===== config.mk =====
export PLATFORM = sky130hd
export DESIGN_NAME = seg_xlate
export DESIGN_NICKNAME = d
export VERILOG_FILES = /design/src/rtl/seg_xlate.sv
export SDC_FILE = /design/constraint.sdc
export NUM_CORES = 1
export LEC_CHECK = 0
export BUFFER_PORTS_ARGS = -buffer_cell sky130_fd_sc_hd__clkbuf_2
export CAP_MARGIN = 20
export CORE_ASPECT_RATIO = 0.5
export CORE_UTILIZATION = 35
export CTS_BUF_LIST = sky130_fd_sc_hd__clkbuf_16
export CTS_CLUSTER_SIZE = 24
export DETAILED_ROUTE_END_ITERATION = 7
export SYNTH_ARGS = -nofsm -noshare
export SYNTH_HDL_FRONTEND = slang
export SYNTH_SLANG_ARGS = --single-unit

===== constraint.sdc =====
create_clock -name clk -period 21.8 [get_ports clk]
set_input_delay 6.54 -clock clk [delete_from_list [all_inputs] [get_ports clk]]
set_output_delay 6.54 -clock clk [all_outputs]
set_load 0.05 [all_outputs]

===== src/rtl/seg_xlate.sv =====
module seg_xlate #(
  parameter int ENTRIES = 8,
  localparam int IW = (ENTRIES > 1) ? $clog2(ENTRIES) : 1
) (
  input  logic        clk,
  input  logic        rst_n,
  input  logic        wr_en,
  input  logic [IW-1:0] wr_idx,
  input  logic [63:0] wr_data,
  input  logic        ld_req,
  input  logic [15:0] ld_sel,
  input  logic        acc_req,
  input  logic [1:0]  acc_kind,
  input  logic [1:0]  acc_size,
  input  logic [31:0] acc_off,
  output logic        ld_done,
  output logic [1:0]  ld_fault,
  output logic [11:0] seg_info,
  output logic        acc_valid,
  output logic [1:0]  acc_fault,
  output logic [31:0] acc_lin
);

  logic [63:0] tbl [ENTRIES];

  logic        c_ok;
  logic [31:0] c_base;
  logic [19:0] c_lim;
  logic        c_g;
  logic        c_d;
  logic [3:0]  c_type;

  wire [2:0]  sel_unused = ld_sel[2:0];
  wire [12:0] ld_index   = ld_sel[15:3];
  wire [IW-1:0] li       = ld_index[IW-1:0];
  wire        in_rng     = ld_index < 13'(ENTRIES);
  wire [63:0] desc       = tbl[li];
  wire [7:0]  d_attr     = desc[47:40];
  wire [3:0]  d_flags    = desc[55:52];

  logic [1:0] ld_code;
  always_comb begin
    if (!in_rng)        ld_code = 2'd2;
    else if (!d_attr[7]) ld_code = 2'd1;
    else if (!d_attr[4]) ld_code = 2'd3;
    else                ld_code = 2'd0;
  end

  always_ff @(posedge clk) begin
    if (!rst_n) begin
      for (int i = 0; i < ENTRIES; i++) tbl[i] <= '0;
    end else begin
      if (ld_req && ld_code == 2'd0) tbl[li][40] <= 1'b1;
      if (wr_en) tbl[wr_idx] <= wr_data;
    end
  end

  always_ff @(posedge clk) begin
    if (!rst_n) begin
      c_ok     <= 1'b0;
      c_base   <= '0;
      c_lim    <= '0;
      c_g      <= 1'b0;
      c_d      <= 1'b0;
      c_type   <= '0;
      ld_done  <= 1'b0;
      ld_fault <= '0;
      seg_info <= '0;
    end else begin
      ld_done  <= ld_req;
      ld_fault <= ld_req ? ld_code : 2'd0;
      if (ld_req) begin
        c_ok     <= (ld_code == 2'd0);
        c_base   <= {desc[63:56], desc[39:16]};
        c_lim    <= {desc[51:48], desc[15:0]};
        c_g      <= d_flags[3];
        c_d      <= d_flags[2];
        c_type   <= d_attr[3:0];
        seg_info <= in_rng ? {d_flags, d_attr} : 12'h000;
      end
    end
  end

  wire [31:0] eff     = c_g ? {c_lim, 12'hFFF} : {12'h000, c_lim};
  wire [2:0]  span    = 3'((4'd1 << acc_size) - 4'd1);
  wire [32:0] last    = {1'b0, acc_off} + {30'b0, span};
  wire        is_code = c_type[3];
  wire        edown   = !is_code && c_type[2];
  wire [31:0] ubound  = c_d ? 32'hFFFF_FFFF : 32'h0000_FFFF;
  wire        lim_ok  = edown ? (acc_off > eff && last <= {1'b0, ubound})
                              : (last <= {1'b0, eff});

  logic type_ok;
  always_comb begin
    case (acc_kind)
      2'd0:    type_ok = !is_code || c_type[1];
      2'd1:    type_ok = !is_code && c_type[1];
      2'd2:    type_ok = is_code;
      default: type_ok = 1'b0;
    endcase
  end

  wire [1:0] acc_code = !c_ok    ? 2'd1 :
                        !type_ok ? 2'd3 :
                        !lim_ok  ? 2'd2 : 2'd0;

  always_ff @(posedge clk) begin
    if (!rst_n) begin
      acc_valid <= 1'b0;
      acc_fault <= '0;
      acc_lin   <= '0;
    end else begin
      acc_valid <= acc_req;
      acc_fault <= acc_req ? acc_code : 2'd0;
      acc_lin   <= (acc_req && acc_code == 2'd0) ? c_base + acc_off : 32'h0;
    end
  end

endmodule



======== Word-level counts from Yosys, hierarchy flattened ========
Memories as Yosys holds them, arrays and structs flattened.
Index checks and enable logic that the tools add are counted.
cells by class
  reduce and logical (&&, ||, !) cells .... 15
  $add $sub $neg .......................... 3
  shift-type cells ........................ 1
  order comparisons ....................... 4
  bitwise gates (word level) .............. 0
  eq/ne operators ......................... 2
  multiplexer cells ....................... 24
  divide/modulo/power cells ............... 0
  $mul .................................... 0
operators by type and width
  kind                   count
  $mux W64               2
  $reduce_or A64 Y1      2
  $le A33 B32 Y1         2
  $mux W32               2
  $add A32 B3 Y33        1
  $add A32 B32 Y32       1
  $gt A32 B32 Y1         1
  $mux W2                7
  $lt A13 B4 Y1 const B  1
  $mux W12               1
  $mux W1                9
  $logic_not A2 Y1       3
  $mux W3                2
  $reduce_and A2 Y1      3
  $logic_and A1 B1 Y1    5
  $pmux W1 S3            1
  $shl A1 B2 Y3 const A  1
  $sub A3 B1 Y3 const B  1
  $eq A2 B1 Y1 const B   1
  $eq A2 B2 Y1 const B   1
  $logic_not A1 Y1       1
  $logic_or A1 B1 Y1     1
storage, ports and cells
  bits in read-only memories .............. 0
  output and inout bits ................... 50
  bits in registers ....................... 109
  bits of input ports ..................... 124
  memories kept ........................... 1
  RAM bits ................................ 512
  bits in latches ......................... 0
memories
  name  depth  bits a word  rd ports  clocked after Yosys merged registers in  write ports  RTL line  RTL
  tbl   8      64           1         0                                        8            24        logic [63:0] tbl [ENTRIES];

======== Logic depth before layout (Yosys ltp) ========
Gate-level depths: netlist of run 1.
  depth after elaboration ................. 12
  depth in mapped cells ................... 20

======== Worst setup path after synthesis of run 1 ========
Ideal clock, no wire load.
  path kind ............................... input-to-reg
  start point ............................. in rst_n
  end point ............................... mem tbl[3][0] (enable)
  setup slack ............................. 9.699 ns
  setup time .............................. 0.574 ns
  data required time ...................... 21.226 ns
  stages on the path ...................... 3
  arrival time ............................ 11.528 ns
  path through ............................ clkbuf_1 -> nand3_1 -> o21ai_0
RTL lines
  element             RTL line  RTL
  start: declaration  6         input logic rst_n,
  end: declaration    24

======== Worst setup path after layout of run 1 ========
  start point ............................. in acc_off[1]
  end point ............................... reg acc_lin[9]
between the ends
  word-level cells in the longest chain between the ends .. 10
ends and longest elaborated chain
  element                      RTL line  RTL
  start: declaration           15        input logic [31:0] acc_off,
  $add A32 B3 Y33              86        wire [32:0] last = {1'b0, acc_off} + {30'b0, span};
  $le A33 B32 Y1               90        wire lim_ok = edown ? (acc_off > eff && last <= {1'b0, ubound})
  $logic_and A1 B1 Y1          90
  $mux W1                      90
  $mux W2                      105       !lim_ok ? 2'd2 : 2'd0;
  $mux W2                      104       !type_ok ? 2'd3 :
  $mux W2                      103       wire [1:0] acc_code = !c_ok ? 2'd1 :
  $logic_not A2 Y1             115       acc_lin <= (acc_req && acc_code == 2'd0) ? c_base + acc_off : 32'h0;
  $logic_and A1 B1 Y1          115
  $reduce_and A2 Y1 (no line)  -
  end signal: assignment       115
  end: declaration             21        output logic [31:0] acc_lin
Several ways; a longest one is shown, not always the timed one.
A chain may end at the register's enable or synchronous reset.

==> impl_metrics.toml, run 1 <==
[cells_and_area]
final-seq-area_mm2 = 0.01746
n_fill_cell = 7997
area_delta_synth_final_pct = 13.46
drive_gt1_share_pct = 15.44
post-route-cell-area_mm2 = 0.03448
fin_cells = 3847
multi_input_comb_area_mm2 = 0.01239
final_util_pct = 40.61
layout.nets = 2875

[routing]
antenna_left = 0
wl_um = 93420
drcViolationCount = 0
num_vias = 20713
first_iter_violations = 1996
vias_per_cell = 5.384
wl_per_cell_um = 24.28
dr.pass1.iters = 5

[timing]
timing.hold.ws_ps = 484.3
finalSetupViolCount = 0
fin_skew_ps = 27.39
rsz0062_at_grt = "false"
fmax_mhz = 92.65
relSlewSlack_pct = 22.16
fin_crit_ps = 10790
tightestPinTransition_ps = 1153
setup_slack_ps = 11010
fin_tns_setup_ps = 0
finalMaxSlewViolations = 0
finalHoldViolCount = 0
fin_crit_sh_pct = 49.51

[clock_network]
clock-root-buffer = "clkbuf_16"
numClockSinks = 620
clk_path_buf_depth = 3
cts_buffers = 58
htree_levels = 2
holdBufCountCts = 0
clk_pin_slew_ps = 70
cts_tree = "yes"
cts_resized = 0
postCtsSetupBuffers = 0
insertion_delay_ps = 640

[synthesis]
synth_edf_count = 504
synth_cell_type_count = 81
async_flop_share_pct = 0
synth.yosys.seq_area_share_pct = 57.43
syn_inst = 2508
synth.most_common_cell = "and2_1"
synth-seq-cells = 620
ys_warn_count = 0
synth_area_leaders = "edfxtp_1 (50%), and2_1 (11%), dfxtp_1 (7.6%), ha_1 (4.7%), mux2i_1 (2.3%)"
synth_top_area_cell = "edfxtp_1"
synth_ff_type = "edfxtp_1"
syn_area_mm2 = 0.03039
syn_nets = 2748
postSynthAreaPerCell_um2 = 12.12
synth_commonest_cells = "and2_1 (518), edfxtp_1 (504), nand2_1 (141), dfxtp_1 (116)"
yosys.area.top_type_share_pct = 49.79

[floorplan]
core_mm2 = 0.08493
boundaryPins = 174
rows = 75
dieArea_mm2 = 0.08809
dieWidth_um = 418.8
dieHeight_um = 210.4
start_util_pct = 35.79

[critical_path]
reg2reg_to = "acc_lin[9]"
required_ps = 22350
critical_path_class = "input port to flip-flop"
worst_setup_path_end_kind = "flip-flop"
startpoint = "acc_off[1]"
start_kind = "input port"
cp_max_fo = 32
ff2ff_setup_slack_ps = 17770
reg2reg_from = "c_g"
endpoint = "acc_lin[9]"
r2r_cells = 11
worstPathArrival_ps = 11340

[power]
cellLeakagePower_nw = 13.00
powerDensity_mw_per_mm2 = 79.12
power.total_mw = 2.729
peakVddDrop_uv = 72.35

[global_routing]
grt_max_degree = 89
grt_pass1_wl_um = 135700
track_usage_pct = 20.98
antenna_found_initial = 11
grt-ovfl-total = 0
grt_pass1_vias = 20485

[placement]
port_buffers = 170
place_ws_ps = 10310
gp_congestion = 0.8630
dpl_cell_area_mm2 = 0.03256
dpl.hpwl_um = 57040
dp_cells = 3730

[run]
drv_cap = 0

[hold_path]
hp-class = "flip-flop to flip-flop"

[status]
status = "finished, final reports clean"
-- routing by layer --
metal  share of wire (%)  global-route usage [%]
met5               0.049                       0
met4                 2.3                   5.962
met1                  44                   28.09
met3                 8.4                   5.307
met2                  46                   33.61
-- how the worst min path moves through the flow --
| stage | endpoint | from | depth (start not counted) |
|---|---|---|---|
| final | c_type[2] | c_type[2] | 1 |
| after global routing | c_type[2] | c_type[2] | 1 |
| after CTS | seg_info[4] | seg_info[4] | 2 |
| after detailed placement | c_type[2] | c_type[2] | 1 |
| after global placement | c_type[2] | c_type[2] | 1 |
| after floorplan | c_d | c_d | 1 |
-- cell families after synthesis --
group / synth area share (%)
adder cells (fa/ha/maj): 4.825
multiplexers: 5.862
AND/OR/NAND/NOR: 17.22
flip-flops: 57.43
AO/OA/AOI/OAI: 10.71
XOR/XNOR: 1.671
buffers and inverters: 2.281
-- worst max-delay path, stage by stage --
cell and delay [ps]:
clkbuf_2 190, ha_1 330, a21o_1 130, a21oi_1 160
nor3_1 640, and3_1 380, nand2_1 100, xnor2_1 170
ha_1 310, nand3_1 100, nor4_1 500, nand3_1 230
nor4_1 400, a31oi_1 100, o22ai_2 260, nand3_4 380
nor4_2 370
-- layout by cell type (no fill, tap or decap), drive strengths merged, types with 7 or more instances in the layout --
cell type / netlist / routed
nor2b: 18 / 18
a31oi: 15 / 15
a22o: 12 / 12
nand2: 141 / 141
mux2i: 70 / 70
diode: 0 / 11
a22oi: 73 / 73
ha: 114 / 114
clkinv: 0 / 21
xnor2: 37 / 37
dfxtp: 116 / 116
a211oi: 10 / 10
o21a: 8 / 8
buf: 41 / 45
o22ai: 29 / 29
nor3: 8 / 8
mux4: 25 / 25
inv: 25 / 39
o21ai: 95 / 95
xor2: 21 / 21
nand2b: 20 / 20
and3: 13 / 13
nand3: 35 / 35
a221oi: 10 / 10
clkbuf: 102 / 224
o211a: 28 / 28
nand4: 25 / 25
edfxtp: 504 / 504
o211ai: 22 / 22
a21oi: 99 / 99
a21o: 33 / 33
and2: 522 / 522
bufinv: 0 / 7
nor4: 10 / 10
nor2: 116 / 116
mux2: 46 / 46
-- sequential cells by signal, indices dropped and copies added (netlist names), 2 cells and up --
signal / count
ld_fault: 2
c_lim: 20
acc_lin: 32
acc_fault: 2
tbl: 512
c_type: 3
seg_info: 12
c_base: 32
-- where the power goes --
part           internal, mW  switching [mW]  total [mW]  leakage (nW)
combinational         0.113           0.206       0.319          6.26
clock                 0.574           0.460        1.03         0.956
sequential             1.35          0.0271        1.38          5.78
-- cell type report --
type / count / area share (%)
Timing Repair Buffer: 210 / 3.396
Tap cell: 1155 / 4.191
Antenna cell: 11 / 0.07982
Inverter: 25 / 0.2721
Clock inverter: 47 / 1.215
Multi-Input combinational cell: 1720 / 35.94
Sequential cell: 620 / 50.62
Clock buffer: 59 / 4.281
No activity file was read; power rests on OpenSTA's default activity.
==> inputs of run 2 (changes only) <==
--- a/config.mk
+++ b/config.mk
@@ -5,6 +5,7 @@
 export SDC_FILE = /design/constraint.sdc
 export NUM_CORES = 1
 export LEC_CHECK = 0
+export ABC_AREA = 1
 export BUFFER_PORTS_ARGS = -buffer_cell sky130_fd_sc_hd__clkbuf_2
 export CAP_MARGIN = 20
 export CORE_ASPECT_RATIO = 0.5
==> constraint.sdc (replaced) <==
create_clock -name clk -period 9.65 [get_ports clk]
set_input_delay 2.895 -clock clk [delete_from_list [all_inputs] [get_ports clk]]
set_output_delay 2.895 -clock clk [all_outputs]
set_load 0.05 [all_outputs]
==> run 2 against run 1 <==
Effect of this change: the run now ends with DRC left; via count is 7.3% higher; first-iteration DRC count is 0.35% higher; sequential share of layout area is 2.2 points higher; non-clock buffer count is 7 lower.
==> impl_metrics.toml, run 2 <==
[timing]
timing.hold.ws_ps = 464.9
finalMaxSlewViolations = 0
relSlewSlack_pct = 36.60
finalHoldViolCount = 0
fmax_mhz = 145.3
tightestPinTransition_ps = 949.9
fin_crit_ps = 6884
finalSetupViolCount = 0
fin_skew_ps = 31.88
fin_tns_setup_ps = 0
setup_slack_ps = 2766
fin_crit_sh_pct = 71.34
rsz0062_at_grt = "false"

[floorplan]
boundaryPins = 174
dieHeight_um = 206.0
core_mm2 = 0.08203
rows = 74
dieWidth_um = 409.9
start_util_pct = 35.50
dieArea_mm2 = 0.08444

[power]
peakVddDrop_uv = 135.7
cellLeakagePower_nw = 13.41
pwr-share-seq_pct = 51.2
p_clk_share_pct = 37.5
pwr-share-comb_pct = 11.2
powerDensity_mw_per_mm2 = 183.9
power_switching_share_pct = 26.24
internal_power_mw = 4.480
p_sw_mw = 1.594

[global_routing]
grt-ovfl-total = 0
track_usage_pct = 21.53
antenna_found_initial = 6
grt_pass1_wl_um = 136100
grt_pass1_vias = 21476
grt_max_degree = 52

[cells_and_area]
final-seq-area_mm2 = 0.01746
max_flop_register = "tbl"
area_delta_synth_final_pct = 13.38
drive_gt1_share_pct = 10.97
reg.largest.list = "tbl x512, acc_lin x32, c_base x32"
multi_input_comb_area_mm2 = 0.01018
fin_cells = 4184
final_cell_mix = "nor2_1 (651), edfxtp_1 (504), nand2_1 (395)"
largest_reg_flops = 512
final_util_pct = 40.25
n_fill_cell = 8033
layout.nets = 3272
final_common_cell = "nor2_1"

[critical_path]
critical_path_class = "input port to flip-flop"
cp_common_cell = "nand2_1"
crit_buf_inv = 7
worstPathArrival_ps = 7410
critPathSlowestCell = "nand3_2"
required_ps = 10180
cp_max_fo = 31
slowest_delay_ps = 570
critPathTopFamily = "simple AND/OR/NAND/NOR gates"
worst_setup_path_end_kind = "flip-flop"
start_kind = "input port"

[synthesis]
synth_top_family_by_area = "simple AND/OR/NAND/NOR gates"
synth_compound_area_share_pct = 10.42
async_flop_share_pct = 0
synth.most_common_cell = "nor2_1"
synth_area_leaders = "edfxtp_1 (52%), nor2_1 (8.4%), dfxtp_1 (8.0%), nand2_1 (5.3%), ha_1 (4.9%)"
synth-seq-cells = 620
synth_ff_type = "edfxtp_1"
syn_area_mm2 = 0.02912
synth_edf_count = 504
yosys.area_share.xor_xnor_pct = 1.474
synth.yosys.seq_area_share_pct = 59.94
synth-simple-area-share_pct = 17.57
postSynthAreaPerCell_um2 = 10.02
synth_cell_type_count = 56
syn_nets = 3146
ys_warn_count = 0
synth_mux_area_share_pct = 0.1719
synth_top_area_cell = "edfxtp_1"
synth_commonest_cells = "nor2_1 (651), edfxtp_1 (504), nand2_1 (411), inv_1 (270), a21oi_1 (132)"
syn_inst = 2906
yosys.area.top_type_share_pct = 51.97
synth-adder-area-share_pct = 5.035

[placement]
dpl.hpwl_um = 57140
place_ws_ps = 2102
gp_congestion = 0.9553
port_buffers = 170
dp_cells = 4075

[routing]
vias_per_cell = 5.310
top_layer_used = "met5"
antenna_left = 0
drcViolationCount = 8
wl_per_cell_um = 22.21
dr.pass1.iters = 8
num_vias = 22217
wl_um = 92910
first_iter_violations = 2003
wl_met3_um = 7687
wl_met2_um = 43990
drt-met1-wl_um = 39180

[clock_network]
holdBufCountCts = 0
cts_tree = "yes"
insertion_delay_ps = 640
clock-root-buffer = "clkbuf_16"
numClockSinks = 620
postCtsSetupBuffers = 0
clk_path_buf_depth = 3
clk_pin_slew_ps = 60
cts_buffers = 57
htree_levels = 2
cts_resized = 0

[hold_path]
hp-class = "flip-flop to flip-flop"

[run]
drv_cap = 0

[status]
status = "complete, but fails checks"
violations = "DRC"
-- run 2: cell types whose count changed after synthesis, sizes merged, moves of 31 or more --
cell,before,now
nand2,141,417
o21ai,95,63
a22o,12,43
nand4,25,68
inv,25,270
a22oi,73,31
nand3,35,67
mux2i,70,5
and2,522,1
nor2,116,665
a221oi,10,70
mux2,46,0
a21oi,99,133
-- run 2: per-stage QoR --
step | area, um2 | total power [mW]
6_report | 33020 | 6.073
5_1_grt | 33020 | 6.277
4_1_cts | 33020 | 6.098
3_5_place_dp | 31140 | 3.845
3_3_place_gp | 31140 | 3.830
2_1_floorplan | 29120 | 3.567
-- run 2: cell families after synthesis --
family,count (synthesis)
AND/OR/NAND/NOR,1253
multiplexers,5
flip-flops,620
adder cells (fa/ha/maj),116
AO/OA/AOI/OAI,453
buffers and inverters,410
XOR/XNOR,49
-- run 2: path summary, 6_finish.rpt --
path | from | end | slack [ps] | cells after the start
worst min register to register | c_type[2] | c_type[2] | 460 | 2
worst max register to register | c_g | acc_lin[18] | 5980 | 15
worst max-delay path | acc_size[1] | acc_lin[18] | 2770 | 32
worst min-delay path | c_type[2] | c_type[2] | 460 | 2
-- run 2: layout make-up --
class,instances,share of cell area [%]
Multi-Input combinational cell,1876,30.83
Timing Repair Buffer,203,3.327
Clock buffer,58,4.396
Clock inverter,50,1.285
Sequential cell,620,52.87
Antenna cell,1,0.007579
Tap cell,1102,4.176
Inverter,274,3.115
-- run 2: power by group through the flow --
stage	sequential, mW	combinational [mW]	clock [mW]
after global placement	3.16	0.670	0
after CTS	3.11	0.681	2.31
after global routing	3.12	0.753	2.40
after detailed placement	3.17	0.678	0
after floorplan	3.15	0.422	0
final	3.11	0.683	2.28
-- run 2: tightest hold or removal path, cell delays in order (launching register included) --
cell     delay, ps
dfxtp_1        310
nand2_1         60
a21oi_1         50
-- run 2: metal layers --
metal / vias to the layer above / global-route usage, %
li1: 10322 / -
met1: 10814 / 28.68
met2: 919 / 36.87
met3: 152 / 3.349
met4: 10 / 4.971
met5: - / 0
